--- src/rtl/fbdma_pkg.sv ---
package fbdma_pkg;

  localparam logic [4:0] OFS_SRC = 5'h00;
  localparam logic [4:0] OFS_DST = 5'h04;
  localparam logic [4:0] OFS_CNT = 5'h08;
  localparam logic [4:0] OFS_CTL = 5'h14;
  localparam logic [4:0] OFS_MSK = 5'h18;

  localparam int BIT_EN    = 0;
  localparam int BIT_END   = 1;
  localparam int BIT_STOP  = 2;
  localparam int BIT_IE    = 5;
  localparam int BIT_SZ    = 6;
  localparam int BIT_NULF  = 12;
  localparam int BIT_NULEN = 16;
  localparam int BIT_FORCE = 24;

  typedef enum logic [1:0] {
    SZ_8   = 2'b00,
    SZ_16  = 2'b01,
    SZ_32  = 2'b10,
    SZ_RSV = 2'b11
  } unit_size_e;

  typedef struct packed {
    logic       force_end;
    logic       null_en;
    logic       null_flag;
    unit_size_e usize;
    logic       ie;
    logic       stop_flag;
    logic       end_flag;
    logic       en;
  } ctl_t;

  // Bytes moved per unit for a size code; the reserved code behaves as 32.
  function automatic int unit_bytes(input unit_size_e s);
    case (s)
      SZ_8:    return 8;
      SZ_16:   return 16;
      default: return 32;
    endcase
  endfunction

  // Places the control fields at their bit positions in the status word.
  function automatic logic [31:0] ctl_word(input ctl_t c);
    logic [31:0] w;
    w = '0;
    w[BIT_EN]         = c.en;
    w[BIT_END]        = c.end_flag;
    w[BIT_STOP]       = c.stop_flag;
    w[BIT_IE]         = c.ie;
    w[BIT_SZ+1:BIT_SZ] = c.usize;
    w[BIT_NULF]       = c.null_flag;
    w[BIT_NULEN]      = c.null_en;
    w[BIT_FORCE]      = c.force_end;
    return w;
  endfunction

endpackage

--- src/rtl/fbdma_strobe.sv ---
module fbdma_strobe #(
  parameter int UNIT_BYTES = 32,
  parameter int SW         = $clog2(UNIT_BYTES) + 1
) (
  input  logic [UNIT_BYTES-1:0] last_mask,
  input  logic                  last_unit,
  input  logic [SW-1:0]         step,
  output logic [UNIT_BYTES-1:0] strb
);

  // Byte i lies inside the unit when i < step; on the last unit its valid
  // bit is taken from the mask, packed from the top bit downwards.
  for (genvar i = 0; i < UNIT_BYTES; i++) begin : g_byte
    assign strb[i] = (SW'(i) < step) && (!last_unit || last_mask[UNIT_BYTES-1-i]);
  end

endmodule

--- src/rtl/fbdma_seq.sv ---
module fbdma_seq #(
  parameter int AW = 32,
  parameter int CW = 24,
  parameter int SW = 6
) (
  input  logic          clk,
  input  logic          rst_n,
  input  logic          wr_src,
  input  logic          wr_dst,
  input  logic          wr_cnt,
  input  logic [AW-1:0] wr_addr_val,
  input  logic [CW-1:0] wr_cnt_val,
  input  logic          dev_to_mem,
  input  logic          launch_ok,
  input  logic [SW-1:0] step,
  input  logic          mem_ack,
  output logic [AW-1:0] src_q,
  output logic [AW-1:0] dst_q,
  output logic [CW-1:0] cnt_q,
  output logic          req_q,
  output logic          unit_done,
  output logic          last_unit,
  output logic          cnt_zero
);

  assign unit_done = req_q && mem_ack;
  assign last_unit = (cnt_q == CW'(1));
  assign cnt_zero  = (cnt_q == '0);

  always_ff @(posedge clk) begin
    if (!rst_n) begin
      src_q <= '0;
      dst_q <= '0;
      cnt_q <= '0;
      req_q <= 1'b0;
    end else begin
      if (wr_src)                        src_q <= wr_addr_val;
      else if (unit_done && !dev_to_mem) src_q <= src_q + AW'(step);

      if (wr_dst)                        dst_q <= wr_addr_val;
      else if (unit_done && dev_to_mem)  dst_q <= dst_q + AW'(step);

      if (wr_cnt)                        cnt_q <= wr_cnt_val;
      else if (unit_done)                cnt_q <= cnt_q - CW'(1);

      if (unit_done)                     req_q <= 1'b0;
      else if (launch_ok && !cnt_zero)   req_q <= 1'b1;
    end
  end

endmodule

--- src/rtl/fbdma_ctrl.sv ---
module fbdma_ctrl
  import fbdma_pkg::*;
(
  input  logic  clk,
  input  logic  rst_n,
  input  logic  wr_ctl,
  input  ctl_t  wr_val,
  input  logic  run,
  input  logic  req_busy,
  input  logic  unit_done,
  input  logic  last_unit,
  input  logic  cnt_zero,
  input  logic  stop_req,
  input  logic  null_pkt,
  output ctl_t  ctl_q,
  output logic  launch_ok,
  output logic  irq
);

  logic busy;
  logic end_set, stop_set, null_set;
  ctl_t nxt;

  assign busy     = ctl_q.en && !ctl_q.end_flag;
  assign end_set  = (unit_done && last_unit)
                 || (busy && !req_busy && run && cnt_zero)
                 || (busy && !req_busy && ctl_q.force_end);
  assign stop_set = busy && stop_req;
  assign null_set = busy && ctl_q.null_en && null_pkt;

  assign launch_ok = ctl_q.en && !ctl_q.end_flag && !ctl_q.stop_flag
                  && !ctl_q.force_end && run;
  assign irq = ctl_q.ie && (ctl_q.end_flag || ctl_q.stop_flag || ctl_q.null_flag);

  always_comb begin
    nxt = ctl_q;
    if (wr_ctl) begin
      nxt.en        = wr_val.en;
      nxt.ie        = wr_val.ie;
      nxt.usize     = wr_val.usize;
      nxt.null_en   = wr_val.null_en;
      // status flags: a written 0 clears, a written 1 keeps the old value
      nxt.end_flag  = ctl_q.end_flag  && wr_val.end_flag;
      nxt.stop_flag = ctl_q.stop_flag && wr_val.stop_flag;
      nxt.null_flag = ctl_q.null_flag && wr_val.null_flag;
      nxt.force_end = wr_val.force_end;
    end else begin
      // force-end is consumed as soon as no unit is in flight
      nxt.force_end = ctl_q.force_end && req_busy;
    end
    nxt.end_flag  = nxt.end_flag  || end_set;
    nxt.stop_flag = nxt.stop_flag || stop_set;
    nxt.null_flag = nxt.null_flag || null_set;
  end

  always_ff @(posedge clk) begin
    if (!rst_n) ctl_q <= '0;
    else        ctl_q <= nxt;
  end

endmodule

--- src/rtl/fifo_burst_dma.sv ---
module fifo_burst_dma
  import fbdma_pkg::*;
#(
  parameter int AW         = 32,
  parameter int CW         = 24,
  parameter int UNIT_BYTES = 32,
  parameter int RAW        = 5
) (
  input  logic                  clk,
  input  logic                  rst_n,
  input  logic                  reg_we,
  input  logic [RAW-1:0]        reg_addr,
  input  logic [31:0]           reg_wdata,
  output logic [31:0]           reg_rdata,
  input  logic                  glob_en,
  input  logic                  addr_err,
  input  logic                  dev_to_mem,
  input  logic                  stop_req,
  input  logic                  null_pkt,
  output logic                  mem_req,
  output logic                  mem_we,
  output logic [AW-1:0]         mem_addr,
  output logic [UNIT_BYTES-1:0] mem_strb,
  input  logic                  mem_ack,
  output logic                  irq
);

  localparam int SW = $clog2(UNIT_BYTES) + 1;

  // decoded register writes
  logic wr_src, wr_dst, wr_cnt, wr_ctl, wr_msk;
  assign wr_src = reg_we && (reg_addr == OFS_SRC);
  assign wr_dst = reg_we && (reg_addr == OFS_DST);
  assign wr_cnt = reg_we && (reg_addr == OFS_CNT);
  assign wr_ctl = reg_we && (reg_addr == OFS_CTL);
  assign wr_msk = reg_we && (reg_addr == OFS_MSK);

  ctl_t wr_ctl_val;
  always_comb begin
    wr_ctl_val           = '0;
    wr_ctl_val.en        = reg_wdata[BIT_EN];
    wr_ctl_val.end_flag  = reg_wdata[BIT_END];
    wr_ctl_val.stop_flag = reg_wdata[BIT_STOP];
    wr_ctl_val.ie        = reg_wdata[BIT_IE];
    wr_ctl_val.usize     = unit_size_e'(reg_wdata[BIT_SZ+1:BIT_SZ]);
    wr_ctl_val.null_flag = reg_wdata[BIT_NULF];
    wr_ctl_val.null_en   = reg_wdata[BIT_NULEN];
    wr_ctl_val.force_end = reg_wdata[BIT_FORCE];
  end

  // final-unit byte mask
  logic [UNIT_BYTES-1:0] mask_q;
  always_ff @(posedge clk) begin
    if (!rst_n)      mask_q <= '0;
    else if (wr_msk) mask_q <= reg_wdata[UNIT_BYTES-1:0];
  end

  // named internal events, brought out for the checker
  ctl_t           ctl_q;
  logic           run, launch_ok, unit_done, last_unit, cnt_zero;
  logic           te_flag, fte_flag;
  logic [SW-1:0]  step_bytes;
  logic [AW-1:0]  src_q, dst_q;
  logic [CW-1:0]  cnt_q;

  assign run        = glob_en && !addr_err;
  assign step_bytes = SW'(unit_bytes(ctl_q.usize));
  assign te_flag    = ctl_q.end_flag;
  assign fte_flag   = ctl_q.force_end;

  fbdma_ctrl u_ctrl (
    .clk       (clk),
    .rst_n     (rst_n),
    .wr_ctl    (wr_ctl),
    .wr_val    (wr_ctl_val),
    .run       (run),
    .req_busy  (mem_req),
    .unit_done (unit_done),
    .last_unit (last_unit),
    .cnt_zero  (cnt_zero),
    .stop_req  (stop_req),
    .null_pkt  (null_pkt),
    .ctl_q     (ctl_q),
    .launch_ok (launch_ok),
    .irq       (irq)
  );

  fbdma_seq #(.AW(AW), .CW(CW), .SW(SW)) u_seq (
    .clk         (clk),
    .rst_n       (rst_n),
    .wr_src      (wr_src),
    .wr_dst      (wr_dst),
    .wr_cnt      (wr_cnt),
    .wr_addr_val (reg_wdata[AW-1:0]),
    .wr_cnt_val  (reg_wdata[CW-1:0]),
    .dev_to_mem  (dev_to_mem),
    .launch_ok   (launch_ok),
    .step        (step_bytes),
    .mem_ack     (mem_ack),
    .src_q       (src_q),
    .dst_q       (dst_q),
    .cnt_q       (cnt_q),
    .req_q       (mem_req),
    .unit_done   (unit_done),
    .last_unit   (last_unit),
    .cnt_zero    (cnt_zero)
  );

  fbdma_strobe #(.UNIT_BYTES(UNIT_BYTES), .SW(SW)) u_strb (
    .last_mask (mask_q),
    .last_unit (last_unit),
    .step      (step_bytes),
    .strb      (mem_strb)
  );

  assign mem_we   = dev_to_mem;
  assign mem_addr = dev_to_mem ? dst_q : src_q;

  always_comb begin
    case (reg_addr)
      OFS_SRC: reg_rdata = 32'(src_q);
      OFS_DST: reg_rdata = 32'(dst_q);
      OFS_CNT: reg_rdata = 32'(cnt_q);
      OFS_CTL: reg_rdata = ctl_word(ctl_q);
      OFS_MSK: reg_rdata = 32'(mask_q);
      default: reg_rdata = '0;
    endcase
  end

endmodule

--- config.mk ---
export PLATFORM = sky130hd
export DESIGN_NAME = fifo_burst_dma
export DESIGN_NICKNAME = d
export VERILOG_FILES = /design/src/rtl/fbdma_pkg.sv /design/src/rtl/fbdma_strobe.sv /design/src/rtl/fbdma_seq.sv /design/src/rtl/fbdma_ctrl.sv /design/src/rtl/fifo_burst_dma.sv
export SDC_FILE = /design/constraint.sdc
export NUM_CORES = 1
export LEC_CHECK = 0
export BUFFER_PORTS_ARGS = -buffer_cell sky130_fd_sc_hd__buf_2
export CORE_MARGIN = 2
export CORE_UTILIZATION = 29
export DETAILED_ROUTE_END_ITERATION = 8
export GPL_TIMING_DRIVEN = 0
export PLACE_DENSITY = 0.58
export SLEW_MARGIN = 40
export SYNTH_ARGS = -nofsm -noshare
export SYNTH_HDL_FRONTEND = slang
export SYNTH_SLANG_ARGS = --single-unit
--- constraint.sdc ---
create_clock -name clk -period 3.6 [get_ports clk]
set_clock_uncertainty 0.05 [all_clocks]
set_input_delay 0.72 -clock clk [delete_from_list [all_inputs] [get_ports clk]]
set_output_delay 0.72 -clock clk [all_outputs]
set_load 0.02 [all_outputs]
# --- Word level (Yosys, flattened, before mapping) ---
# Index checks and enable logic that the tools add are counted.
word_totals:
  output_inout_bits: 99
  word_cells: 179
  input_bits: 46
  ff_bits: 130
op_classes:
  bitwise: 1
  n_mux: 11
  addsub: 3
  n_eq_ne: 6
  reduce_logical: 113
  magnitude_cmp: 32
ops:
  columns: ["cell", "count"]
  rows:
  - ["$mux 32", 5]
  - ["$pmux 32 s5", 1]
  - ["$lt 5x6->1 const A", 16]
  - ["$add 32x6->32", 2]
  - ["$logic_and 1x1->1", 59]
  - ["$lt 4x6->1 const A", 8]
  - ["$mux 24", 2]
  - ["$logic_or 1x1->1", 39]
  - ["$eq 24x1->1 const B", 1]
  - ["$logic_not 24->1", 1]
  - ["$lt 3x6->1 const A", 4]
  - ["$sub 24x1->24 const B", 1]
  - ["$lt 1x6->1 const A", 2]
  - ["$lt 2x6->1 const A", 2]
  - ["$pmux 6 s2", 1]
  - ["$eq 5x5->1 const B", 2]
  - ["$logic_not 1->1", 8]
  - ["$mux 7", 1]
  - ["$reduce_bool 2->1", 3]
  - ["$eq 5x3->1 const B", 1]
  - ["$eq 5x4->1 const B", 1]
  - ["$logic_not 5->1", 1]
  - ["$eq 2x1->1 const B", 1]
  - ["$logic_not 2->1", 1]
  - ["other kinds (3)", 3]

# --- Depth between registers and ports, before layout ---
# Gate-level depths: netlist of the first run.
depth:
  ltp_word: 8
  depth_mapped: 10
  depth_no_buf: 8

# --- Cells and area by module ---
# A second synthesis of the first run with hierarchy kept.
hier_totals:
  cells_unflattened: 1084
  hier_area_um2: 8947.3
by_module_without_submodules:
  columns: ["module", "cells_per_inst", "seq_area_each_um2", "instances", "area_per_inst_um2"]
  rows:
  - ["fbdma_seq", 640, 1781.7, 1, 5302.6]
  - ["fifo_burst_dma", 314, 640.6, 1, 2743.9]
  - ["fbdma_strobe", 90, 0.0, 1, 518.0]
  - ["fbdma_ctrl", 40, 180.2, 1, 382.9]

# --- Worst setup path before layout of the first run ---
# OpenSTA, ideal clock, no wires.
synth_path:
  path_type: "input to output"
  from: "input reg_addr[1]"
  to: "output reg_rdata[25]"
  required_time_ns: 2.830
  slack_ns: 0.640
  n_path_buf: 1
  arrival_ns: 2.190
  stages: 5
  path_cell_list: "or3_1 nor3_1 clkbuf_1 a222oi_1 inv_1"
synth_between:
  elab_chain_len: 2
  elab_cells_between_ends: 6
  classes_between: "eq/ne: 4; mux: 1; reduce/logical: 1"
synth_lines:
  columns: ["element", "line_no", "source"]
  rows:
  - ["start, declared", "fifo_burst_dma.sv:12", "input logic [RAW-1:0] reg_addr,"]
  - ["$eq 5x5->1 (tied with other cells)", "fifo_burst_dma.sv:120", "case (reg_addr)"]
  - ["$pmux 32 s5 (*)", "fifo_burst_dma.sv:120", null]
  - ["end, declared", "fifo_burst_dma.sv:14", "output logic [31:0] reg_rdata,"]
# Mark *: on every way between the ends. The rest lies on a longest branch, timed or not.

# --- Worst setup path in the final report of the first run ---
layout_path:
  from: "register u_seq.cnt_q[17]"
  to: "output mem_strb[2]"
layout_between:
  elab_chain_len: 4
layout_lines:
  columns: ["element", "line_no", "source"]
  rows:
  - ["start, declared", "fbdma_seq.sv:19", "output logic [CW-1:0] cnt_q,"]
  - ["start signal, assigned", "fbdma_seq.sv:43", "if (wr_cnt) cnt_q <= wr_cnt_val;"]
  - ["start signal, assigned", "fbdma_seq.sv:44", "else if (unit_done) cnt_q <= cnt_q - CW'(1);"]
  - ["$eq 24x1->1", "fbdma_seq.sv:27", "assign last_unit = (cnt_q == CW'(1));"]
  - ["$logic_not 1->1", "fbdma_strobe.sv:14", "assign strb[i] = (SW'(i) < step) && (!last_unit || last_mask[UNIT_BYTES-1-i]);"]
  - ["$logic_or 1x1->1", "fbdma_strobe.sv:14", null]
  - ["$logic_and 1x1->1", "fbdma_strobe.sv:14", null]
  - ["end, declared", "fifo_burst_dma.sv:23", "output logic [UNIT_BYTES-1:0] mem_strb,"]
# Every way passes these cells.

==> results of run 1 <==
[routing by layer]
metal / global-route usage [%] / routed length [um] / vias to the layer above
met5: 0 / 0 / -
met4: 11.71 / 1535 / 0
met3: 3.512 / 1898 / 78
met2: 37.35 / 15580 / 308
met1: 28.89 / 13990 / 4056
li1: - / - / 4016
[repair_timing]
item	CTS	global route
hold endpoints to repair	0	0
setup endpoints to repair	42	39
pin swaps	1	0
gates resized for setup	4	14
buffers inserted	1	0
[worst min-delay path by stage]
stage                         startpoint              to  slack [ns]  depth (start not counted)
final                         mask_q[27]      mask_q[27]        0.42                          2
after global routing          mask_q[27]      mask_q[27]        0.45                          2
after CTS                 u_seq.dst_q[0]  u_seq.dst_q[0]        0.42                          2
after detailed placement  u_seq.dst_q[0]  u_seq.dst_q[0]        0.41                          2
after global placement    u_seq.dst_q[0]  u_seq.dst_q[0]        0.41                          2
after floorplan               mask_q[28]      mask_q[28]        0.39                          2
[logic make-up after synthesis]
group,Yosys count,synth area share [%]
AO/OA/AOI/OAI,305,24.47
XOR/XNOR,73,7.979
adder cells (fa/ha/maj),9,1.405
buffers and inverters,101,5.215
flip-flops,130,32.48
multiplexers,57,7.605
AND/OR/NAND/NOR,345,20.85
[cell type report]
class | instances | area (um^2) | area share [%]
plain buffers | 86 | 371.6 | 3.794
clock buffers | 18 | 429.2 | 4.381
clock inverters | 14 | 163.9 | 1.673
inverters | 15 | 56.30 | 0.5748
multi-input cells | 789 | 5027 | 51.32
flip-flops and latches | 130 | 2603 | 26.57
well taps | 341 | 426.7 | 4.356
repair buffers | 143 | 718.2 | 7.332
[flip-flops by register name, summed over array words and instances, names as in the netlist]
signal,cells
mask_q,32
u_seq.dst_q,32
u_seq.src_q,32
u_seq.cnt_q,24
u_ctrl.ctl_q,9
u_seq.req_q,1
[cells in the final DEF, fill, tap and decap left out, types with 9 or more instances in the layout]
| cell type | count |
|---|---|
| mux2_2 | 31 |
| clkbuf_16 | 17 |
| nand2_1 | 128 |
| a2111oi_0 | 11 |
| nand4_1 | 13 |
| nand3_1 | 38 |
| clkbuf_2 | 9 |
| mux2i_1 | 26 |
| a21oi_1 | 113 |
| a211oi_1 | 34 |
| ha_1 | 9 |
| dfxtp_1 | 130 |
| a221o_1 | 26 |
| o21ai_0 | 77 |
| nor2_1 | 85 |
| clkbuf_1 | 55 |
| xor2_1 | 12 |
| xnor2_1 | 61 |
| buf_2 | 154 |
| o21a_1 | 9 |
| inv_1 | 14 |
| or3_1 | 9 |
[where the power goes]
part / switching, W / internal [W]
Combinational: 0.000182 / 0.0000844
Sequential: 0.0000219 / 0.00145
Clock: 0.000699 / 0.00108
[worst max-delay path: stages (launching register included)]
cell and delay [ns]:
dfxtp_1 0.35, or4_1 0.62, nor3_4 0.28, nand4_2 0.29, buf_2 0.30, or2_2 0.30, buf_2 0.16
[per-stage QoR]
stage                     setup TNS, ns  utilization (%)
after floorplan                       0                -
after detailed placement        -0.4194            33.88
final                                 0            36.25
after global placement           -3.351            33.86
after global routing                  0            36.25
after CTS                             0            36.14
==> impl_metrics.tcl, run 1 <==
set metrics [dict create \
    synthFlopType "dfxtp_1" \
    cts_hold_buf 0 \
    drive_gt1_share_pct 21.17 \
    grt_pass1_vias 8243 \
    clockBufferDepth 2 \
    track_usage_pct 22.76 \
    synth_top_area_share_pct 32.48 \
    final.min_clock_period_ns 3.525 \
    finalCritPeriodShare_pct 97.90 \
    wirelength_um 33000 \
    num_vias 8458 \
    timing.final.ws_setup_ns 0.07550 \
    synth_fp_nets 1075 \
    grt_max_degree 17 \
    tightest_slew_ns 0.8172 \
    firstDrtPassIters 6 \
    outcome "finished, final reports clean" \
    num-nets-final 1237 \
    synth.yosys.seq_area_share_pct 32.48 \
    die_w_um 170.2 \
    syn_to_final_growth_pct 22.25 \
    start_util_pct 29.65 \
    syn_area_per_cell_um2 7.856 \
    instances_no_fill 1536 \
    clk_pin_slew_ns 0.06 \
    dp_hpwl_um 26060 \
    pre_cts_slack_ns -0.1247 \
    required_ns 2.83 \
    fin_area_um2 9796 \
    drtIter0Drc 761 \
    crit_type "reg2out" \
    yosysWarnings 0 \
    ff2ff_setup_slack_ns 0.48 \
    ant_nets 0 \
    synth.most_common_cell "dfxtp_1" \
    holdWs_ns 0.4198 \
    port_buffers 142 \
    grt_pass1_wl_um 49540 \
    fmax_ghz 0.2837 \
    timing.rr.start "u_ctrl.ctl_q[4]" \
    core_region_area_um2 27030 \
    die_h_um 170.2 \
    fillCellCount 2840 \
    synthTopCellsByArea "dfxtp_1 (32%), a21oi_1 (7.1%), xnor2_1 (6.7%)" \
    async_flop_share_pct 0 \
    antenna_found_initial 0 \
    io_pins 145 \
    finalHoldViolCount 0 \
    reg2regPathDepth 9 \
    critPathLaunch "u_seq.cnt_q[17]" \
    yosys-top-cells-count "dfxtp_1 (130), nand2_1 (128), a21oi_1 (113)" \
    placed_area_um2 9158 \
    ir_drop_mv 0.3274 \
    dieArea_um2 28970 \
    rsz0062_at_grt "no" \
    slew_headroom_pct 45.52 \
    clockRootBuffer "clkbuf_16" \
    hp-class "reg2reg" \
    crit_end "mem_strb[2]" \
    routabilityCongestion 0.9934 \
    numClockSinks 130 \
    synthCells 1020 \
    wl_per_cell_um 21.48 \
    ctsHtreeMaxLevel 4 \
    dpl.cell_count 1503 \
    drc 0 \
    rows 60 \
    final_max_slew_viol_count 0 \
    finalPower_w 0.003526 \
    vias_per_cell 5.507 \
    yosysTopAreaCell "dfxtp_1" \
    antenna_cells 0 \
    setup_viol 0 \
    cap_violations 0 \
    clock_latency_ns 0.44 \
    critPathMaxFanout 10 \
    ys_seq_elements 130 \
    worst_ep_arrival_time_ns 2.75 \
    overflow 0 \
    synth_cell_type_count 61 \
    powerDensity_nw_per_um2 359.9 \
    critPathCaptureType "primary output" \
    synth_edf_count 0 \
    cts_made_buffers 17 \
    start_kind "flop" \
    p_leak_nw 3.654 \
    cts_tree "built" \
    regToRegEndpoint "u_seq.src_q[29]" \
    syn_area_um2 8013 \
]
Power figures use the tool's default switching activity.
==> run 2: changes to the inputs <==
--- a/config.mk
+++ b/config.mk
@@ -10,7 +10,7 @@
 export CORE_UTILIZATION = 29
 export DETAILED_ROUTE_END_ITERATION = 8
 export GPL_TIMING_DRIVEN = 0
-export PLACE_DENSITY = 0.58
+export PLACE_DENSITY = 0.46
 export SLEW_MARGIN = 40
 export SYNTH_ARGS = -nofsm -noshare
 export SYNTH_HDL_FRONTEND = slang
==> constraint.sdc (replaced) <==
create_clock -name clk -period 3.6 [get_ports clk]
set_clock_uncertainty 0.05 [all_clocks]
set_input_delay 0.54 -clock clk [delete_from_list [all_inputs] [get_ports clk]]
set_output_delay 0.54 -clock clk [all_outputs]
set_load 0.02 [all_outputs]
==> run 2 against run 1 <==
  * Core utilization rose by 0.083 points
  * Worst setup slack gained 0.079 ns
  * Flip-flop and latch count did not move
  * Combinational power rose by 3%
  * First-iteration DRC count up 1.2%
  * Fmax grew 2.3%
  * Worst hold slack worse by 0.11 ns
  * Sequential power about the same
  * Clock power increased by 7%
  * Routed wire length grew 9.9%
  * Design area up 0.23%
==> impl_metrics.tcl, run 2 (synthesis gave the netlist of run 1 again) <==
set metrics [dict create \
    final_max_slew_viol_count 0 \
    wirelength_um 36260 \
    clockRootBuffer "clkbuf_16" \
    final.min_clock_period_ns 3.446 \
    antenna_cells 0 \
    outcome "finished, final reports clean" \
    final_cell_mix "buf_2 (155), dfxtp_1 (130), nand2_1 (128)" \
    clock_latency_ns 0.43 \
    die_h_um 170.2 \
    drtIter0Drc 770 \
    dieArea_um2 28970 \
    ir_drop_mv 0.2339 \
    fmax_ghz 0.2902 \
    grt_pass1_wl_um 53480 \
    num-nets-final 1238 \
    firstDrtPassIters 6 \
    clk_pin_slew_ns 0.06 \
    p_leak_nw 3.665 \
    start_kind "flop" \
    hold_path.startpoint "stop_req" \
    rsz0062_at_grt "no" \
    tightest_slew_ns 0.7920 \
    powerDensity_nw_per_um2 372.9 \
    die_w_um 170.2 \
    core_region_area_um2 27030 \
    dp_hpwl_um 27330 \
    finalCritPeriodShare_pct 95.71 \
    port_buffers 142 \
    hp-class "in2reg" \
    grt_pass1_vias 8355 \
    worst_ep_arrival_time_ns 2.86 \
    cts_made_buffers 17 \
    layout_commonest_cell "buf_2" \
    required_ns 3.01 \
    num_vias 8642 \
    ant_nets 0 \
    antenna_found_initial 0 \
    instances_no_fill 1537 \
    track_usage_pct 25.01 \
    timing.rr.start "u_ctrl.ctl_q[4]" \
    finalHoldViolCount 0 \
    reg_top3 "mask_q: 32 flops, u_seq.dst_q: 32 flops, u_seq.src_q: 32 flops" \
    critPathLaunch "u_seq.cnt_q[17]" \
    overflow 0 \
    numClockSinks 130 \
    cap_violations 0 \
    drive_gt1_share_pct 20.90 \
    syn_to_final_growth_pct 22.53 \
    critPathMaxFanout 10 \
    vias_per_cell 5.623 \
    start_util_pct 29.65 \
    wl_per_cell_um 23.59 \
    rows 60 \
    ctsHtreeMaxLevel 4 \
    slew_headroom_pct 45.84 \
    grt_max_degree 17 \
    routabilityCongestion 0.8621 \
    setup_viol 0 \
    finalPower_w 0.003661 \
    clockBufferDepth 2 \
    crit_type "reg2out" \
    drc 0 \
    fillCellCount 2952 \
    critPathCaptureType "primary output" \
    io_pins 145 \
    cts_tree "built" \
    dpl.cell_count 1504 \
]
run 2: cell types whose count changed in the layout (fill, tap and decap cells not counted), sizes merged:
| cell | previous run | this run |
|---|---|---|
| buf | 166 | 168 |
| bufinv | 3 | 4 |
| clkinvlp | 3 | 1 |
| clkinv | 7 | 5 |
| inv | 16 | 15 |
| clkbuf | 81 | 84 |
run 2: stage by stage:
stage	utilization (%)	hold WS (ns)	setup TNS, ns	worst slack, ns	cell area (um^2)
floorplan	-	0.3941	0	0.8834	8013
finish	36.33	0.3064	0	0.1543	9818
global placement	33.86	0.4083	-12.35	-0.5942	9150
global route	36.33	0.3197	0	0.07805	9818
detailed placement	33.92	0.4172	-0.06454	-0.03552	9168
CTS	36.25	0.3044	0	0.09848	9798
run 2: area by class of cell:
| cell class | count | area, um^2 | share of cell area (%) |
|---|---|---|---|
| plain buffers | 85 | 364.1 | 3.708 |
| clock buffers | 22 | 464.2 | 4.728 |
| clock inverters | 10 | 156.4 | 1.593 |
| inverters | 15 | 56.30 | 0.5735 |
| multi-input cells | 789 | 5011 | 51.04 |
| flip-flops and latches | 130 | 2603 | 26.51 |
| well taps | 341 | 426.7 | 4.346 |
| repair buffers | 145 | 737.0 | 7.506 |
run 2: final timing paths:
path | to | slack [ns] | cells past startpoint
max reg2reg | u_seq.src_q[29] | 0.31 | 9
max | mem_strb[0] | 0.15 | 6
min | u_ctrl.ctl_q[2] | 0.31 | 3
min reg2reg | mask_q[24] | 0.43 | 2
run 2: routing by layer:
| metal | global-route usage [%] | part of all wire [%] |
|---|---|---|
| met5 | 0 | 0 |
| met4 | 8.770 | 2.6 |
| met3 | 3.535 | 6.6 |
| met2 | 39.31 | 45 |
| met1 | 34.90 | 45 |
run 2: repair_timing:
item	CTS	global route
pin swaps	1	0
hold buffers	0	0
endpoints found under the setup margin	34	15
resized for setup	2	6
buffers inserted	1	0
run 2: critical path, cell delays in order, from the launching register on:
cell and delay [ns]:
dfxtp_1 0.36, or4_1 0.60, nor3_2 0.32, nand4_2 0.33
buf_2 0.31, or2_2 0.33, buf_2 0.17
run 2: power by group:
| group | switching [W] | internal, W |
|---|---|---|
| clock | 0.000716 | 0.00119 |
| sequential | 0.0000220 | 0.00145 |
| combinational | 0.000191 | 0.0000848 |
| total | 0.000929 | 0.00273 |
